[src/rtl/coh_rsp_pkg.sv]
package coh_rsp_pkg;
    typedef enum logic [2:0] {
        RK_DATA_EXCL = 3'd0,
        RK_DATA      = 3'd1,
        RK_ACK       = 3'd2,
        RK_WB_ACK    = 3'd3
    } rsp_kind_e;

    typedef enum logic [2:0] {
        EV_DATA_EXCL = 3'd0,
        EV_DATA_PEER = 3'd1,
        EV_DATA      = 3'd2,
        EV_DATA_ALL  = 3'd3,
        EV_ACK       = 3'd4,
        EV_ACK_LAST  = 3'd5,
        EV_WB_ACK    = 3'd6
    } evt_e;

    localparam logic [2:0] LS_RD_WAIT     = 3'd1;
    localparam logic [2:0] LS_RD_WAIT_INV = 3'd2;

    typedef enum logic {
        ST_FREE = 1'b0,
        ST_BUSY = 1'b1
    } entry_st_e;
endpackage

[src/rtl/coh_rsp_decode.sv]
module coh_rsp_decode
    import coh_rsp_pkg::*;
#(
    parameter int CNT_W = 8
) (
    input  logic [2:0]              kind,
    input  logic                    from_peer,
    input  logic [2:0]              line_st,
    input  logic signed [CNT_W-1:0] pending,
    input  logic signed [CNT_W-1:0] carried,
    input  logic                    dest_ok,
    input  logic                    busy,
    output evt_e                    evt,
    output logic                    evt_ok,
    output logic                    bad,
    output logic                    upd
);
    logic signed [CNT_W-1:0] remain;
    logic                    done;
    logic                    rd_wait;

    assign remain  = pending - carried;
    assign done    = (remain == '0);
    assign rd_wait = (line_st == LS_RD_WAIT) || (line_st == LS_RD_WAIT_INV);

    always_comb begin
        evt    = EV_DATA_EXCL;
        evt_ok = 1'b0;
        bad    = 1'b0;
        upd    = 1'b0;
        if (!dest_ok) begin
            bad = 1'b1;
        end else begin
            unique case (kind)
                RK_DATA_EXCL: begin
                    evt = EV_DATA_EXCL; evt_ok = 1'b1;
                end
                RK_DATA: begin
                    if (from_peer && rd_wait) begin
                        evt = EV_DATA_PEER; evt_ok = 1'b1;
                    end else if (!busy) begin
                        bad = 1'b1;
                    end else begin
                        evt = done ? EV_DATA_ALL : EV_DATA;
                        evt_ok = 1'b1; upd = 1'b1;
                    end
                end
                RK_ACK: begin
                    if (!busy) begin
                        bad = 1'b1;
                    end else begin
                        evt = done ? EV_ACK_LAST : EV_ACK;
                        evt_ok = 1'b1; upd = 1'b1;
                    end
                end
                RK_WB_ACK: begin
                    evt = EV_WB_ACK; evt_ok = 1'b1;
                end
                default: bad = 1'b1;
            endcase
        end
    end
endmodule

[src/rtl/coh_rsp_entry.sv]
module coh_rsp_entry
    import coh_rsp_pkg::*;
#(
    parameter int CNT_W  = 8,
    parameter int DATA_W = 32
) (
    input  logic                    clk,
    input  logic                    rst_n,
    input  logic                    alloc,
    input  logic [DATA_W-1:0]       alloc_data,
    input  logic                    alloc_dirty,
    input  logic                    release_req,
    input  logic                    upd,
    input  logic signed [CNT_W-1:0] carried,
    output logic signed [CNT_W-1:0] pending,
    output logic [DATA_W-1:0]       data,
    output logic                    dirty,
    output logic                    busy
);
    entry_st_e st_q, st_d;

    always_comb begin
        st_d = st_q;
        unique case (st_q)
            ST_FREE: if (alloc) st_d = ST_BUSY;
            ST_BUSY: if (!alloc && release_req) st_d = ST_FREE;
            default: st_d = ST_FREE;
        endcase
    end

    always_ff @(posedge clk) begin
        if (!rst_n) st_q <= ST_FREE;
        else        st_q <= st_d;
    end

    always_ff @(posedge clk) begin
        if (!rst_n) begin
            pending <= '0;
            data    <= '0;
            dirty   <= 1'b0;
        end else if (alloc) begin
            pending <= '0;
            data    <= alloc_data;
            dirty   <= alloc_dirty;
        end else if (upd) begin
            pending <= pending - carried;
        end
    end

    assign busy = (st_q == ST_BUSY);
endmodule

[src/rtl/coh_resp_classifier.sv]
module coh_resp_classifier
    import coh_rsp_pkg::*;
#(
    parameter int CNT_W   = 8,
    parameter int DATA_W  = 32,
    parameter int ID_W    = 4,
    parameter int NODE_ID = 5
) (
    input  logic                    clk,
    input  logic                    rst_n,
    input  logic                    alloc_valid,
    input  logic [DATA_W-1:0]       alloc_data,
    input  logic                    alloc_dirty,
    input  logic                    release_valid,
    input  logic                    rsp_valid,
    input  logic [2:0]              rsp_kind,
    input  logic                    rsp_from_peer,
    input  logic signed [CNT_W-1:0] rsp_acks,
    input  logic [ID_W-1:0]         rsp_dest,
    input  logic [2:0]              line_state,
    output logic                    evt_valid,
    output logic [2:0]              evt_code,
    output logic                    rsp_err,
    output logic signed [CNT_W-1:0] pending_acks,
    output logic [DATA_W-1:0]       held_data,
    output logic                    held_dirty,
    output logic                    entry_busy
);
    localparam logic [ID_W-1:0] MY_ID = ID_W'(NODE_ID);

    evt_e dec_evt;
    logic dec_ok, dec_bad, dec_upd, dest_ok;

    assign dest_ok = (rsp_dest == MY_ID);

    coh_rsp_decode #(.CNT_W(CNT_W)) u_dec (
        .kind(rsp_kind), .from_peer(rsp_from_peer), .line_st(line_state),
        .pending(pending_acks), .carried(rsp_acks), .dest_ok(dest_ok),
        .busy(entry_busy), .evt(dec_evt), .evt_ok(dec_ok), .bad(dec_bad),
        .upd(dec_upd)
    );

    coh_rsp_entry #(.CNT_W(CNT_W), .DATA_W(DATA_W)) u_ent (
        .clk(clk), .rst_n(rst_n), .alloc(alloc_valid), .alloc_data(alloc_data),
        .alloc_dirty(alloc_dirty), .release_req(release_valid),
        .upd(rsp_valid && dec_upd), .carried(rsp_acks), .pending(pending_acks),
        .data(held_data), .dirty(held_dirty), .busy(entry_busy)
    );

    always_ff @(posedge clk) begin
        if (!rst_n) begin
            evt_valid <= 1'b0;
            evt_code  <= 3'd0;
            rsp_err   <= 1'b0;
        end else begin
            evt_valid <= rsp_valid && dec_ok;
            evt_code  <= dec_evt;
            rsp_err   <= rsp_valid && dec_bad;
        end
    end
endmodule

[config.mk]
export PLATFORM = sky130hd
export DESIGN_NAME = coh_resp_classifier
export DESIGN_NICKNAME = d
export VERILOG_FILES = /design/src/rtl/coh_rsp_pkg.sv /design/src/rtl/coh_rsp_decode.sv /design/src/rtl/coh_rsp_entry.sv /design/src/rtl/coh_resp_classifier.sv
export SDC_FILE = /design/constraint.sdc
export NUM_CORES = 1
export LEC_CHECK = 0
export BUFFER_PORTS_ARGS = -buffer_cell sky130_fd_sc_hd__buf_2
export CORE_MARGIN = 4
export CORE_UTILIZATION = 40
export CTS_BUF_LIST = sky130_fd_sc_hd__clkbuf_4
export CTS_CLUSTER_SIZE = 25
export DETAILED_ROUTE_END_ITERATION = 16
export GPL_TIMING_DRIVEN = 0
export PLACE_DENSITY = 0.81
export SYNTH_ARGS = -nofsm -noshare
export SYNTH_HDL_FRONTEND = slang
export SYNTH_SLANG_ARGS = --single-unit
[constraint.sdc]
create_clock -name clk -period 2.1 [get_ports clk]
set_clock_uncertainty 0.15 [all_clocks]
set_input_delay 0.105 -clock clk [delete_from_list [all_inputs] [get_ports clk]]
set_output_delay 0.105 -clock clk [all_outputs]
set_load 0.02 [all_outputs]
==> results.toml <==
[run_status]
outcome = "complete, but fails checks"
violations = "setup timing"

[yosys]
syn_avg_cell_area_um2 = 9.87
syn_inst = 226
syn_nets = 291
synth_cell_types = 46
synth_seq_cells = 47
netlist.top_cell.by_area = "dfxtp_1"
synth_top_area_share_pct = 42.2
synthTopCellsByArea = "dfxtp_1 (42%), mux2i_1 (17%), nor2b_1 (11%)"
ys_seq_area_share_pct = 42.2
syn_area_um2 = 2230
yosysWarningCount = 0

[timing]
drv_slew = 0
whs_ns = 0.0181
rsz0062_at_grt = "yes"
relSlewSlack_pct = 68.5
setup_tns_ns = -0.0324
setup_slack_ns = -0.0324
setup_violations = 1
hold_viol = 0
tightest_slew_ns = 0.473
max_freq_ghz = 0.469
finalCriticalPeriod_ns = 2.13
min_period_over_period_pct = 102

[worst_setup_path]
cp_data_arrival_time_ns = 2.23
r2r_start = "u_ent.pending[5]"
endpoint = "evt_code[0]"
r2r_cells = 5
r2r-end = "evt_code[0]"
critical_path.max_fanout = 8
setup.worst_path.class = "reg2reg"
critPathLaunchType = "flop"
r2r_slack_ns = -0.03
required_ns = 2.20
crit_start = "u_ent.pending[5]"
worst_setup_path_end_kind = "flop"

[floorplan]
dieArea_um2 = 6830
ios = 104
start_util_pct = 42.3
fp.dieW_um = 82.7
die_h_um = 82.7
coreArea_um2 = 5270
rows = 26

[clock_network]
clk_pin_slew_ns = 0.12
tritoncts = "yes"
cts-buffers-inserted = 5
clock_sinks = 47
clockRootBuffer = "clkbuf_4"
htree_levels = 2
clock_latency_ns = 0.35
clk_path_buf_depth = 2

[global_route]
antenna_found_initial = 0
grt_start_max_net_pins = 15
grt_pass1_wl_mm = 9.71
grt_pass1_vias = 2155
grt_overflow_total = 0
track_usage_pct = 18.8

[power]
ir_worst_vdd_uv = 378
p_leak_uw = 0.00161
powerDensity_nw_per_um2 = 525

[placement]
place_area_um2 = 2830
place_congestion = 0.843
post-place-ws_ns = -0.103
dp_hpwl_mm = 4.41
numPortBuffers = 102

[layout]
finalInstanceArea_um2 = 3350
fillers = 455
nets = 442
layout-drive-gt1-share_pct = 33.1
area_growth_pct = 50.2
num_antenna_cells = 0

[flow_run]
drv_cap = 0

[min_path]
hold_class = "in2reg"

[drt]
antenna_left = 0
wl_per_cell_um = 14.6
drt-total-wl_mm = 6.54
drtIter0Drc = 85
dr.pass1.iters = 4
remaining_drc_errors = 0
viasPerCell = 4.87
via_count = 2180
worst min path at each step:
stage	from	to	cells past startpoint
2_1_floorplan	rsp_kind[1]	evt_code[2]	2
3_3_place_gp	alloc_data[17]	u_ent.data[17]	3
3_5_place_dp	alloc_data[27]	u_ent.data[27]	3
4_1_cts	rsp_kind[2]	evt_code[0]	4
5_1_grt	rsp_acks[1]	u_ent.pending[1]	3
6_report	rsp_kind[2]	evt_code[0]	4
cells in the final DEF (no fill, tap or decap), drive strengths merged, types with 2 or more instances in the layout:
master | netlist | routed
dfxtp | 47 | 47
o311ai | 3 | 3
a21boi | 2 | 2
inv | 13 | 13
nor2b | 40 | 40
xnor2 | 2 | 2
nor3b | 3 | 3
clkbuf | 5 | 11
clkinv | 0 | 2
nand3 | 3 | 3
nand2b | 6 | 6
a21oi | 7 | 7
ha | 7 | 7
a211oi | 3 | 3
o21ai | 5 | 5
nor2 | 10 | 10
dlygate4sd3 | 0 | 41
o21a | 3 | 3
mux2i | 37 | 37
buf | 5 | 108
and2 | 2 | 2
nor3 | 3 | 3
metal layers:
metal | GRT usage, % | share of wire (%) | up-vias
met2 | 33.3 | 50 | 91
met5 | 0 | 0 | -
li1 | - | - | 1088
met1 | 21.9 | 40 | 985
met3 | 3.36 | 7.6 | 16
met4 | 8.50 | 2.5 | 0
registers in the layout, indices dropped and copies added (netlist names):
register	count
u_ent.data	32
u_ent.dirty	1
rsp_err	1
u_ent.busy	1
u_ent.pending	8
evt_code	3
evt_valid	1
synth_stat cells (all sizes together):
cell type,n
a21oi,7
a2111o,1
nor4b,1
xnor2,2
dfxtp,47
nand2,1
o31a,1
buf,5
nand4,1
nand3,3
mux2i,37
a21o,1
o311ai,3
o41ai,1
a21boi,2
nor2b,40
and3,1
inv,13
nor3,3
and4,1
nand2b,6
clkbuf,5
a311oi,1
nor2,10
ha,7
o22ai,1
and2,2
or3b,1
o31ai,1
nor3b,3
o21a,3
o211ai,1
o2111ai,1
xor2,1
a211oi,3
o2111a,1
a221oi,1
or3,1
o21ai,5
fa,1
critical path: stages (launching register included):
cell      delay (ns)
dfxtp_1         0.36
ha_1            0.38
nor2b_1         0.19
a221oi_1        0.46
o311ai_4        0.19
o41ai_2         0.32
final cells by class:
class / instances / area, um2 / area share [%]
Sequential cell: 47 / 943 / 28.2
Multi-Input combinational cell: 156 / 1240 / 37.0
Buffer: 10 / 45.0 / 1.34
Clock inverter: 2 / 12.5 / 0.374
Inverter: 13 / 48.8 / 1.46
Clock buffer: 6 / 45.0 / 1.34
Tap cell: 70 / 87.6 / 2.61
Timing Repair Buffer: 144 / 928 / 27.7
power breakdown:
part	internal [uW]	total (uW)	switching, uW
Clock	143	421	277
Combinational	194	386	192
Sequential	932	953	21.4
Total	1270	1760	490
per-stage QoR:
stage,std cells,util (%),total power [uW]
finish,448,63.6,1760
global route,448,63.6,1850
global placement,398,53.7,1280
detailed placement,398,53.7,1290
floorplan,226,-,1160
CTS,447,62.8,1760
timing repair:
action | CTS | global route
hold buffers | 41 | 0
gates resized for setup | 4 | 8
endpoints found under the hold margin | 40 | 0
pin swaps | 1 | 2
setup buffers | 0 | 1
setup endpoints to repair | 1 | 4
cloned | 0 | 0
logic make-up after synthesis:
| group | count (synthesis) | share of synthesized area, % |
|---|---|---|
| multiplexers | 37 | 16.6 |
| adder cells (fa/ha/maj) | 8 | 4.83 |
| buffers and inverters | 23 | 4.21 |
| AND/OR/NAND/NOR | 74 | 20.1 |
| AO/OA/AOI/OAI | 34 | 10.8 |
| flip-flops | 47 | 42.2 |
| XOR/XNOR | 3 | 1.18 |
No activity file was read; power rests on OpenSTA's default activity.
